`config.mk`:
```
export PLATFORM = sky130hd
export DESIGN_NAME = multireg_xfer
export DESIGN_NICKNAME = d
export VERILOG_FILES = /design/src/rtl/multireg_xfer.sv
export SDC_FILE = /design/constraint.sdc
export NUM_CORES = 1
export LEC_CHECK = 0
export BUFFER_PORTS_ARGS = -buffer_cell sky130_fd_sc_hd__buf_2
export CORE_MARGIN = 5
export CORE_UTILIZATION = 45
export DETAILED_ROUTE_END_ITERATION = 12
export PLACE_DENSITY_LB_ADDON = 0.1
export SYNTH_ARGS = -nofsm -noshare
export SYNTH_HDL_FRONTEND = slang
export SYNTH_SLANG_ARGS = --single-unit
```
`constraint.sdc`:
```
create_clock -name clk -period 4.3 [get_ports clk]
set_input_delay 0.215 -clock clk [delete_from_list [all_inputs] [get_ports clk]]
set_output_delay 0.215 -clock clk [all_outputs]
set_load 0.01 [all_outputs]
```
`src/rtl/multireg_xfer.sv`:
```
module multireg_xfer #(
  parameter int W      = 32,
  parameter int SP_IDX = 13,
  parameter int LR_IDX = 14,
  parameter int PC_IDX = 15
) (
  input  logic         clk,
  input  logic         rst_n,
  input  logic         start,
  input  logic [1:0]   mode,
  input  logic [7:0]   reg_list,
  input  logic [2:0]   base_idx,
  input  logic         add_extra,
  input  logic [W-1:0] base_val,
  output logic         mem_req,
  output logic         mem_we,
  output logic [W-1:0] mem_addr,
  output logic [W-1:0] mem_wdata,
  input  logic         mem_ready,
  input  logic [W-1:0] mem_rdata,
  output logic [3:0]   rf_rd_idx,
  input  logic [W-1:0] rf_rd_data,
  output logic         rf_we,
  output logic [3:0]   rf_wr_idx,
  output logic [W-1:0] rf_wr_data,
  output logic         busy,
  output logic         done,
  output logic         wb_en,
  output logic [3:0]   wb_idx,
  output logic [W-1:0] wb_data,
  output logic [3:0]   xfer_count
);

  localparam logic [1:0] M_LOAD = 2'd0;
  localparam logic [1:0] M_PUSH = 2'd2;
  localparam logic [1:0] M_POP  = 2'd3;
  localparam logic [W-1:0] STEP = W'(4);

  logic         busy_q, done_q, extra_q, hit_q;
  logic [1:0]   mode_q;
  logic [7:0]   list_q;
  logic [2:0]   bidx_q;
  logic [W-1:0] addr_q;
  logic [3:0]   cnt_q;

  logic [2:0] lo_bit, hi_bit;
  always_comb begin
    lo_bit = 3'd0;
    hi_bit = 3'd0;
    for (int i = 7; i >= 0; i--) if (list_q[i]) lo_bit = 3'(i);
    for (int i = 0; i < 8; i++)  if (list_q[i]) hi_bit = 3'(i);
  end

  wire is_push   = (mode_q == M_PUSH);
  wire is_pop    = (mode_q == M_POP);
  wire is_load   = (mode_q == M_LOAD) || is_pop;
  wire extra_now = extra_q && (is_push || (is_pop && list_q == 8'd0));
  wire have      = (|list_q) || extra_q;
  wire fire      = busy_q && have && mem_ready;

  logic [3:0] cur_idx;
  assign cur_idx = extra_now ? (is_push ? 4'(LR_IDX) : 4'(PC_IDX))
                             : {1'b0, is_push ? hi_bit : lo_bit};

  wire [7:0]   list_nxt  = extra_now ? list_q : (list_q & ~(8'd1 << cur_idx[2:0]));
  wire         extra_nxt = extra_now ? 1'b0 : extra_q;
  wire [W-1:0] addr_nxt  = is_push ? addr_q - STEP : addr_q + STEP;
  wire         last      = (list_nxt == 8'd0) && !extra_nxt;
  wire         start_x   = add_extra && mode[1];

  assign busy       = busy_q;
  assign done       = done_q;
  assign mem_req    = busy_q && have;
  assign mem_we     = !is_load;
  assign mem_addr   = addr_q;
  assign mem_wdata  = rf_rd_data;
  assign rf_rd_idx  = cur_idx;
  assign rf_we      = fire && is_load;
  assign rf_wr_idx  = cur_idx;
  assign rf_wr_data = (cur_idx == 4'(PC_IDX)) ? {mem_rdata[W-1:1], 1'b0} : mem_rdata;

  always_ff @(posedge clk or negedge rst_n) begin
    if (!rst_n) begin
      busy_q     <= 1'b0;
      done_q     <= 1'b0;
      extra_q    <= 1'b0;
      hit_q      <= 1'b0;
      mode_q     <= M_LOAD;
      list_q     <= 8'd0;
      bidx_q     <= 3'd0;
      addr_q     <= '0;
      cnt_q      <= 4'd0;
      wb_en      <= 1'b0;
      wb_idx     <= 4'd0;
      wb_data    <= '0;
      xfer_count <= 4'd0;
    end else begin
      done_q <= 1'b0;
      if (!busy_q && start) begin
        mode_q  <= mode;
        list_q  <= reg_list;
        extra_q <= start_x;
        bidx_q  <= base_idx;
        hit_q   <= reg_list[base_idx];
        addr_q  <= (mode == M_PUSH) ? base_val - STEP : base_val;
        cnt_q   <= 4'd0;
        if (reg_list == 8'd0 && !start_x) begin
          done_q     <= 1'b1;
          wb_en      <= 1'b1;
          wb_idx     <= mode[1] ? 4'(SP_IDX) : {1'b0, base_idx};
          wb_data    <= base_val;
          xfer_count <= 4'd0;
        end else begin
          busy_q <= 1'b1;
        end
      end else if (fire) begin
        list_q  <= list_nxt;
        extra_q <= extra_nxt;
        addr_q  <= addr_nxt;
        cnt_q   <= cnt_q + 4'd1;
        if (last) begin
          busy_q     <= 1'b0;
          done_q     <= 1'b1;
          wb_en      <= !((mode_q == M_LOAD) && hit_q);
          wb_idx     <= mode_q[1] ? 4'(SP_IDX) : {1'b0, bidx_q};
          wb_data    <= is_push ? addr_q : addr_nxt;
          xfer_count <= cnt_q + 4'd1;
        end
      end
    end
  end

  assert_hold_stall_R9: assert property (@(posedge clk) disable iff (!rst_n)
    (mem_req && !mem_ready) |=> (mem_req && $stable(mem_addr) && $stable(mem_we)));

  assert_step_up_R2: assert property (@(posedge clk) disable iff (!rst_n)
    (mem_req && mem_ready && !is_push) |=> (!mem_req || mem_addr == $past(mem_addr) + STEP));

  assert_step_down_R5: assert property (@(posedge clk) disable iff (!rst_n)
    (mem_req && mem_ready && is_push) |=> (!mem_req || mem_addr == $past(mem_addr) - STEP));

  assert_pc_last_R8: assert property (@(posedge clk) disable iff (!rst_n)
    (rf_we && rf_wr_idx == 4'(PC_IDX)) |=> done);

  assert_done_pulse_R10: assert property (@(posedge clk) disable iff (!rst_n)
    done |=> !done);

  assert_done_idle_R10: assert property (@(posedge clk) disable iff (!rst_n)
    done |-> (!busy && !mem_req));

  assert_start_ignored_R12: assert property (@(posedge clk) disable iff (!rst_n)
    (busy && start && !mem_ready) |=> (busy && $stable(mem_addr)));

endmodule

```
-- Word-level counts from Yosys, hierarchy flattened
Index checks and enable logic that the tools add are counted.
- register bits: 94
- input bits: 114
- output and inout bits: 150
- word-level logic and storage cells: 114
- add/subtract/negate cells: 4
- magnitude comparators: 1
- eq/ne operators: 6
- shift-type cells: 1
- multiplexer cells: 60
- bitwise operators: 2
- reduce and logical (&&, ||, !) cells: 27
- operators by type and width (kind ; count):
    $mux 32 ; 9
    $sub 32x3->32 const B ; 2
    $mux 4 ; 13
    $mux 3 ; 15
    $add 32x3->32 const B ; 1
    $logic_not 8->1 ; 3
    $mux 8 ; 3
    $mux 1 ; 19
    $logic_and 1x1->1 ; 10
    $and 8x8->8 ; 1
    $not 8->8 ; 1
    $reduce_or 8->1 ; 1
    $shl 1x3->8 const A ; 1
    $eq 2x2->1 const B ; 3
    $reduce_and 3->1 ; 2
    $logic_not 1->1 ; 5
    $add 4x1->4 const B ; 1
    $eq 4x4->1 const B ; 1
    $lt 3x4->1 const B ; 1
    $reduce_bool 2->1 ; 2
    $bmux 1 s3 ; 1
    $logic_or 1x1->1 ; 3
    $logic_not 2->1 ; 1
    $ne 2x1->1 const B ; 1
    $ne 2x2->1 const B ; 1

-- Logic depth before layout (Yosys ltp)
Gate-level depths: netlist of run 1.
- word-level depth: 19
- mapped depth: 13
- mapped depth without buffers: 12

-- Worst setup path after synthesis of run 1
Ideal clock, no wire load.
- kind: register to register
- start: register mode_q[0]
- end: register wb_data[28]
- setup time: 126 ps
- arrival time: 4007 ps
- required time: 4174 ps
- path slack: 167 ps
- cell stages (with the launch flop): 14
- buffers on the path: 1
- clock period less this slack: 4133 ps
- cell sequence: dfrtp_1 > inv_1 > ha_1 > clkinv_1 > clkbuf_1 > fa_1 > nor2b_1 > o31ai_1 > a21oi_1 > o31ai_1 > o21ai_0 > a41oi_1 > mux2_2 > a221o_1
- longest elaborated chain between the ends: 13
- elaborated cells between the ends (all ways): 23
- those cells by class: 2 x eq/ne; 1 x shift; 10 x mux; 2 x bitwise; 8 x reduce/logical
- RTL lines (item ; line ; RTL):
    start, declared ; 40 ; logic [1:0] mode_q;
    start signal, assigned ; 100 ; mode_q <= mode;
    $eq 2x2->1 ; 55 ; wire is_pop = (mode_q == M_POP);
    $logic_and 1x1->1 ; 57 ; wire extra_now = extra_q && (is_push || (is_pop && list_q == 8'd0));
    $logic_or 1x1->1 ; 57 ;
    $logic_and 1x1->1 ; 57 ;
    $mux 4 ; 62 ; assign cur_idx = extra_now ? (is_push ? 4'(LR_IDX) : 4'(PC_IDX))
    $shl 1x3->8 ; 65 ; wire [7:0] list_nxt = extra_now ? list_q : (list_q & ~(8'd1 << cur_idx[2:0]));
    $not 8->8 ; 65 ;
    $and 8x8->8 ; 65 ;
    $mux 8 ; 65 ;
    $logic_not 8->1 ; 68 ; wire last = (list_nxt == 8'd0) && !extra_nxt;
    $logic_and 1x1->1 ; 68 ;
    $reduce_bool 2->1 (no line) ; n/a ;
    $reduce_and 3->1 (no line) ; n/a ;
    end signal, assigned ; 111 ; wb_data <= base_val;
    end signal, assigned ; 126 ; wb_data <= is_push ? addr_q : addr_nxt;
    end, declared ; 30 ; output logic [W-1:0] wb_data,
Parallel ways exist; a longest one is shown, timed or not. The select of a mux whose other input is x is not followed.
A chain may end at the register's enable or synchronous reset.

-- Worst setup path after layout of run 1
- start: register mode_q[0]
- end: register wb_data[26]
The elaborated chain is that of the path after synthesis.

==> impl_metrics.toml, run 1 <==
[placed_design]
routabilityCongestion = 0.9691
dp_hpwl_um = 17440
portBuffers = 137
post-place-ws_ps = 348.2
dpl-instance-area_um2 = 8095

[clock_tree]
postCtsSetupRepairBufs = 0
cts_sinks = 94
cts_tree = "done"
clk_latency_ps = 360
clock-root-buffer = "clkbuf_16"
h-tree-depth = 3
path_clk_slew_ps = 70
numCtsBuffers = 9
clockBufferDepth = 2

[logic_synthesis]
syn_nets = 1108
synth_common_cells = "nand2_1 (132), dfrtp_1 (94), nor2_1 (73)"
async_flop_share_pct = 100.0
synth_area_leader_cell = "dfrtp_1"
ys.flop_type = "dfrtp_1"
syn-instance-count = 960
syn_area_um2 = 7740
seq_area_frac_synth_pct = 30.39
synth_area_per_cell_um2 = 8.062
synthTopCellsByArea = "dfrtp_1 (30%), buf_4 (6.7%), nand2_1 (6.4%)"
ys_ff_latch = 94
synth_top_cell_area_share_pct = 30.39
synth_warnings = 0
yosysMostFrequentCell = "nand2_1"
synth_cell_types = 79
synth_edf_count = 0

[route]
wl_per_cell_um = 19.60
routed_via_density = 5.929
drt_iter0_markers = 798
vias = 7275
wl_um = 24050
drc = 0
firstDrtPassIters = 5
ant_nets = 0

[sta]
clock_skew_ps = 10.13
finalWorstSetupSlack_ps = 403.9
fmax_mhz = 256.7
setup_tns_ps = 0
hold_violations = 28
rsz0062_at_grt = "false"
fin_crit_sh_pct = 90.61
slew_headroom_pct = 34.52
worstMarginPinSlew_ps = 982.2
holdWs_ps = -29.72
drv_slew = 0
setup_viol = 0
fin_crit_ps = 3896

[critical_path]
r2r_setup_slack_ps = 400
rr_worst_depth = 10
r2r_start = "mode_q[0]$_DFFE_PN0P_"
crit_required_ps = 4540
r2r-end = "wb_data[26]$_DFFE_PN0P_"
path_class = "reg -> reg"
worstSetupStartpointType = "flop"
crit_path_start = "mode_q[0]$_DFFE_PN0P_"
critical_path.max_fanout = 41
crit_path_end_kind = "flop"
crit_end = "wb_data[26]$_DFFE_PN0P_"
cp.arrival_ps = 4140

[grt]
grt_pass1_wl_um = 38320
grt_max_degree = 66
use_met1_pct = 34.30
antenna_found_initial = 0
met3_usage_pct = 2.951
busiest_layer = "met2"
grt_pass1_vias = 6902
grtUsageTotal_pct = 23.79
overflow = 0
met2_usage_pct = 37.25

[finish]
design_area_um2 = 8384
nets = 1147
antennaDiodeCount = 0
drive_above_1_share_pct = 19.26
syn_to_final_growth_pct = 8.325

[power_and_ir_drop]
p_total_mw = 8.155
peakVddDrop_uv = 353.8
power.density_nw_per_um2 = 972.7
power_leakage_nw = 3.742

[floorplanning]
io-pin-count = 264
rows = 48
initial_core_util_pct = 45.38
core_area_um2 = 17060
dieArea_um2 = 19920
die_h_um = 141.2
die_x_um = 141.2

[hold_path]
hold_class = "in -> async"

[run_status]
status = "finished, violations left"
violations = "negative hold slack"

[run]
cap_viol_max_count = 0
cells by family (layout without fill, tap and decap cells):
group,count (synthesis),count (layout),synth area share [%]
simple gates,326,326,20.37
compound gates,297,297,24.56
xor+xnor,53,53,5.997
fa+ha+maj,35,35,5.739
mux,15,15,2.360
buf+inv,140,182,10.59
flops,94,94,30.39
worst min-delay path by stage:
stage	startpoint	endpoint	slack, ps	cells past startpoint
6_report	rst_n	list_q[1]$_DFFE_PN0P_	-30	1
5_1_grt	rst_n	list_q[1]$_DFFE_PN0P_	50	1
4_1_cts	rst_n	list_q[1]$_DFFE_PN0P_	20	1
3_5_place_dp	rst_n	list_q[4]$_DFFE_PN0P_	390	1
3_3_place_gp	rst_n	list_q[6]$_DFFE_PN0P_	400	1
2_1_floorplan	rst_n	bidx_q[0]$_DFFE_PN0P_	-80	0
report_power, final:
group | switching, mW | internal [mW]
sequential | 0.458 | 1.32
clock | 0.372 | 0.463
combinational | 3.37 | 2.18
worst max-delay path: stages (launching register included):
cell and delay (ps):
dfrtp_1 390, inv_1 150, ha_4 440, buf_4 290
a21oi_1 110, o22ai_1 360, nor4_1 130, o311ai_1 290
o21a_2 540, clkinv_2 580, o221a_2 460
flip-flops by register name, indices dropped and copies added (netlist names), 2 cells and up:
signal / flops
wb_idx: 4
cnt_q: 4
mode_q: 2
mem_addr: 32
wb_data: 32
bidx_q: 3
list_q: 8
xfer_count: 4
routing by layer:
layer | part of all wire (%) | vias up
li1 | - | 3468
met4 | 2.0 | 0
met2 | 45 | 284
met5 | 0 | -
met1 | 47 | 3485
met3 | 5.9 | 38
layout by cell type (no fill, tap or decap), types with 14 or more instances in the layout:
cell type,netlist,routed
nand2_1,132,132
a31oi_1,14,14
buf_2,9,136
xor2_1,26,26
o31ai_1,17,17
inv_1,15,15
a21oi_1,65,65
nor2_1,73,73
dfrtp_1,94,94
nor3_1,23,23
buf_4,69,14
xnor2_1,27,27
o21ai_0,66,65
o21ai_1,26,27
ha_1,33,32
final cells by class:
class / count / area, um2
clock buffers: 11 / 242.7
clock inverters: 3 / 46.29
fillers: 1718 / 8672
inverters: 17 / 65.06
multi-input cells: 726 / 4591
flip-flops and latches: 94 / 2352
well taps: 225 / 281.5
repair buffers: 151 / 805.8
metrics by stage:
| stage | util [%] | std cells |
|---|---|---|
| floorplan | - | 960 |
| global placement | 47.46 | 1213 |
| detailed placement | 47.46 | 1213 |
| CTS | 49.16 | 1227 |
| global route | 49.16 | 1227 |
| finish | 49.16 | 1227 |
repair_timing:
action	CTS	global route
hold buffers	0	0
setup endpoints to repair	0	1
resized for setup	0	1
Power figures use the tool's default switching activity.
==> run 2, diff against run 1 <==
Clock period 4.3 ns to 4.9 ns, I/O delays scaled along.
==> run 2 against run 1 <==
Net effect:
- worst setup slack better by 310 ps
- register-to-register slack better by 310 ps
- fmax is 6.9% lower
- largest cell class unchanged
- flip-flop and latch count stayed put
- highest routed layer unchanged
- design area hardly changed
- largest power group unchanged
- the run now ends clean
- critical endpoint unchanged
==> impl_metrics.toml, run 2 (synthesized netlist as in run 1, its figures left out) <==
[sta]
slew_headroom_pct = 30.67
fmax_mhz = 239.0
worstMarginPinSlew_ps = 1039
setup_viol = 0
rsz0062_at_grt = "false"
fin_crit_sh_pct = 85.37
drv_slew = 0
hold_violations = 0
clock_skew_ps = 10.49
setup_tns_ps = 0
fin_crit_ps = 4183

[clock_tree]
path_clk_slew_ps = 70
clk_latency_ps = 360
h-tree-depth = 3
cts_sinks = 94
cts_tree = "done"
postCtsSetupRepairBufs = 0
numCtsBuffers = 9
clockBufferDepth = 2
clock-root-buffer = "clkbuf_16"

[grt]
grtUsageTotal_pct = 23.59
overflow = 0
antenna_found_initial = 0
grt_pass1_wl_um = 37840
grt_pass1_vias = 6761
grt_max_degree = 53

[placed_design]
portBuffers = 137
dpl-instance-area_um2 = 8040
dp.cells = 1207
dp_hpwl_um = 17250
routabilityCongestion = 0.9025

[power_and_ir_drop]
cell_internal_pwr_mw = 3.508
power.density_nw_per_um2 = 853.9
peakVddDrop_uv = 335.2
switching_share_pct = 51.03
pwr-share-seq_pct = 21.8
power_frac_comb_pct = 66.9
power_leakage_nw = 3.741
p_total_mw = 7.164
pwr-share-clk_pct = 11.3
p_switching_mw = 3.655

[route]
ant_nets = 0
routed_via_density = 5.945
wl_um = 23860
drc = 0
vias = 7277
drt_iter0_markers = 561
firstDrtPassIters = 5
wl_per_cell_um = 19.49

[floorplanning]
core_area_um2 = 17060
die_x_um = 141.2
initial_core_util_pct = 45.38
die_h_um = 141.2
dieArea_um2 = 19920
io-pin-count = 264
rows = 48

[critical_path]
critical_path.max_fanout = 51
cp_cell_sequence = "inv_1 -> ha_4 -> buf_4 -> a21oi_1 -> a22oi_1 -> nor3_1 -> o311ai_1 -> o21a_2 -> clkinv_2 -> o221a_2"
worstSetupStartpointType = "flop"
cp.arrival_ps = 4430
r2r_setup_slack_ps = 720
path_class = "reg -> reg"
crit_required_ps = 5150
max_stage_delay_ps = 530
crit_buf_inv = 3
cp_top_family = "compound AO/OA/AOI/OAI gates"
crit_path_end_kind = "flop"
slowest_stage = "clkinv_2"

[finish]
drive_above_1_share_pct = 19.12
nets = 1142
layout_commonest_cell = "buf_2"
syn_to_final_growth_pct = 8.390
layoutNonFillerInstCount = 1224
utilization_pct = 49.19
design_area_um2 = 8389
antennaDiodeCount = 0
fillerInstances = 1735
final_cell_mix = "buf_2 (136), nand2_1 (132), dfrtp_1 (94), nor2_1 (72), o21ai_0 (66)"

[run_status]
status = "finished, final reports clean"

[hold_path]
hold_class = "in -> reg"

[run]
cap_viol_max_count = 0
==> run 2: power by group through the flow <==
stage / registers (mW) / logic (mW) / clock network, mW
2_1_floorplan: 1.56 / 3.44 / 0
3_3_place_gp: 1.57 / 4.75 / 0
3_5_place_dp: 1.57 / 4.74 / 0
4_1_cts: 1.56 / 4.78 / 0.830
5_1_grt: 1.61 / 5.31 / 0.861
6_report: 1.56 / 4.79 / 0.810
==> run 2: repair_timing <==
item	CTS	global route
hold buffers	1	0
hold endpoints to repair	42	0
gates resized for setup	0	0
==> run 2: through the flow <==
step / setup slack [ps] / hold slack, ps
floorplan: 767.4 / -50.59
global placement: 902.3 / 279.1
detailed placement: 763.6 / 280.1
CTS: 738.4 / 94.59
global route: 407.8 / 135.3
finish: 716.7 / 101.8
==> run 2: final cells by class <==
type	instances	area [um2]	share of cell area (%)
well taps	225	281.5	3.356
inverters	17	65.06	0.7755
multi-input cells	726	4593	54.75
flip-flops and latches	94	2352	28.04
repair buffers	146	758.2	9.038
clock inverters	5	86.33	1.029
clock buffers	11	252.7	3.013
==> run 2: final timing paths <==
path                       cells after the start             startpoint                       end
setup / recovery                              10  mode_q[0]$_DFFE_PN0P_   wb_data[26]$_DFFE_PN0P_
min in group asynchronous                      2                  rst_n      cnt_q[2]$_DFFE_PN0P_
setup reg to reg                              10  mode_q[0]$_DFFE_PN0P_   wb_data[26]$_DFFE_PN0P_
max in group asynchronous                      3                  rst_n  mem_addr[24]$_DFFE_PN0P_
hold / removal                                 3            base_val[0]   mem_addr[0]$_DFFE_PN0P_
hold reg to reg                                2  bidx_q[0]$_DFFE_PN0P_     bidx_q[0]$_DFFE_PN0P_
==> run 2: metal layers <==
layer	track usage, %	wire length [um]	up-vias
met5	0	0	-
met4	6.374	369	0
met3	4.342	1457	38
met2	36.39	10660	280
met1	33.99	11370	3499
li1	-	-	3460
==> run 2: worst reg2reg max path, delay by kind of cell, from the launching register on <==
family | cells | cell delay (ps)
and+or+nand+nor | 1 | 140
AOI/OAI and AO/OA | 5 | 1820
DFF | 1 | 380
buffers and inverters | 3 | 1240
adders and majority gates | 1 | 510
==> run 3, diff against run 2 <==
Settings changed: CORE_ASPECT_RATIO set to 0.7.
==> run 3 against run 2 <==
Net effect:
- register-to-register slack improved by 130 ps
- largest power group unchanged
- die area rose by 0.20%
- largest cell class unchanged
- global-route usage rose by 0.44 points
- non-clock buffer count did not move
- total power fell by 1.0%
- final cell count rose by 0.49%
==> impl_metrics.toml, run 3 (synthesized netlist as in run 1, its figures left out) <==
[run_status]
status = "finished, final reports clean"

[sta]
slew_headroom_pct = 28.71
setup_tns_ps = 0
fin_crit_ps = 4058
drv_slew = 0
worstMarginPinSlew_ps = 1068
clock_skew_ps = 18.92
rsz0062_at_grt = "false"
hold_violations = 0
setup_viol = 0
fin_crit_sh_pct = 82.82
holdWs_ps = 98.76
fmax_mhz = 246.4

[route]
drt_iter0_markers = 533
wl_um = 24370
ant_nets = 0
firstDrtPassIters = 5
drc = 0
vias = 7241
wl_per_cell_um = 19.81
routed_via_density = 5.887

[finish]
design_area_um2 = 8361
multi_input_area_um2 = 4593
layout_commonest_cell = "buf_2"
final_cell_mix = "buf_2 (136), nand2_1 (132), dfrtp_1 (94), nor2_1 (72), o21ai_0 (66)"
fillerInstances = 1771
final-seq-area_um2 = 2352
syn_to_final_growth_pct = 8.018
nets = 1142
antennaDiodeCount = 0
drive_above_1_share_pct = 19.12

[clock_tree]
cts_sinks = 94
cts_tree = "done"
clockBufferDepth = 2
clk_latency_ps = 370
h-tree-depth = 3
path_clk_slew_ps = 80
numCtsBuffers = 9
cts_resized = 0
clock-root-buffer = "clkbuf_16"
postCtsSetupRepairBufs = 0
cts_hold_repair.buffers = 1

[power_and_ir_drop]
peakVddDrop_uv = 321.3
power_frac_comb_pct = 67.6
pwr-share-seq_pct = 22.0
pwr-share-clk_pct = 10.4
power.density_nw_per_um2 = 848.1
power_leakage_nw = 3.719
p_switching_mw = 3.698
switching_share_pct = 52.16
p_total_mw = 7.091
cell_internal_pwr_mw = 3.392

[grt]
grt_max_degree = 80
antenna_found_initial = 1
grt_pass1_wl_um = 38810
grtUsageTotal_pct = 24.03
overflow = 0
grt_pass1_vias = 6867

[floorplanning]
initial_core_util_pct = 45.49
io-pin-count = 264
dieArea_um2 = 19960
die_x_um = 166.8
core_area_um2 = 17020
die_h_um = 119.7
rows = 40

[hold_path]
hp-start = "base_val[1]"
worstHoldPathCells = 3
hold_class = "in -> reg"
hold_end = "mem_addr[1]$_DFFE_PN0P_"

[critical_path]
cp.arrival_ps = 4290
r2r_setup_slack_ps = 840
rr_worst_depth = 12
crit_required_ps = 5130
path_class = "reg -> reg"
r2r-end = "wb_data[28]$_DFFE_PN0P_"
r2r_start = "mode_q[0]$_DFFE_PN0P_"
critical_path.max_fanout = 58
worstSetupStartpointType = "flop"
crit_path_end_kind = "flop"

[placed_design]
routabilityCongestion = 0.9538
dpl-instance-area_um2 = 8048
dp_hpwl_um = 17570
portBuffers = 137

[run]
cap_viol_max_count = 0
run 3: worst max-delay path by stage:
stage | from | to | slack, ps | cells past startpoint
global placement | mode_q[0]$_DFFE_PN0P_ | wb_data[28]$_DFFE_PN0P_ | 1010 | 12
detailed placement | mode_q[0]$_DFFE_PN0P_ | wb_data[28]$_DFFE_PN0P_ | 900 | 12
finish | mode_q[0]$_DFFE_PN0P_ | wb_data[28]$_DFFE_PN0P_ | 840 | 12
global route | mode_q[0]$_DFFE_PN0P_ | wb_data[28]$_DFFE_PN0P_ | 540 | 12
floorplan | mode_q[0]$_DFFE_PN0P_ | wb_data[28]$_DFFE_PN0P_ | 770 | 13
CTS | mode_q[0]$_DFFE_PN0P_ | wb_data[28]$_DFFE_PN0P_ | 840 | 12
run 3: stage by stage:
stage | instances | worst slack, ps | utilization, %
final | 1230 | 841.8 | 49.13
after CTS | 1230 | 837.0 | 49.13
after global placement | 1213 | 1015 | 47.29
after detailed placement | 1213 | 900.6 | 47.29
after global routing | 1230 | 539.7 | 49.13
after floorplan | 960 | 767.4 | -
run 3: worst max-delay path: stages (launching register included):
cell and delay [ps]:
dfrtp_1 390, inv_1 130, ha_4 550, clkinv_1 220, fa_1 440, nor2b_1 210, o31ai_1 90, a21oi_1 280
o31ai_1 180, o21ai_0 550, a41oi_1 270, mux2_2 330, a221o_1 290
run 3: power by group through the flow:
stage	Clock (mW)	Combinational [mW]	Sequential [mW]
5_1_grt	0.777	5.32	1.62
3_3_place_gp	0	4.75	1.57
3_5_place_dp	0	4.74	1.57
2_1_floorplan	0	3.44	1.56
4_1_cts	0.748	4.76	1.56
6_report	0.737	4.79	1.56
run 3: layer usage:
metal / GRT usage (%) / up-vias / part of all wire, %
li1: - / 3460 / -
met2: 35.91 / 292 / 43
met1: 35.66 / 3446 / 48
met4: 6.081 / 2 / 1.9
met3: 4.709 / 41 / 7.5
met5: 0 / - / 0.049
run 3: cell type report:
type	instances	area share (%)
tap	231	3.457
clock inverter	7	0.9279
multi-input combinational	726	54.94
timing repair buffer	146	9.069
inverter	17	0.7782
sequential	94	28.14
clock buffer	9	2.694
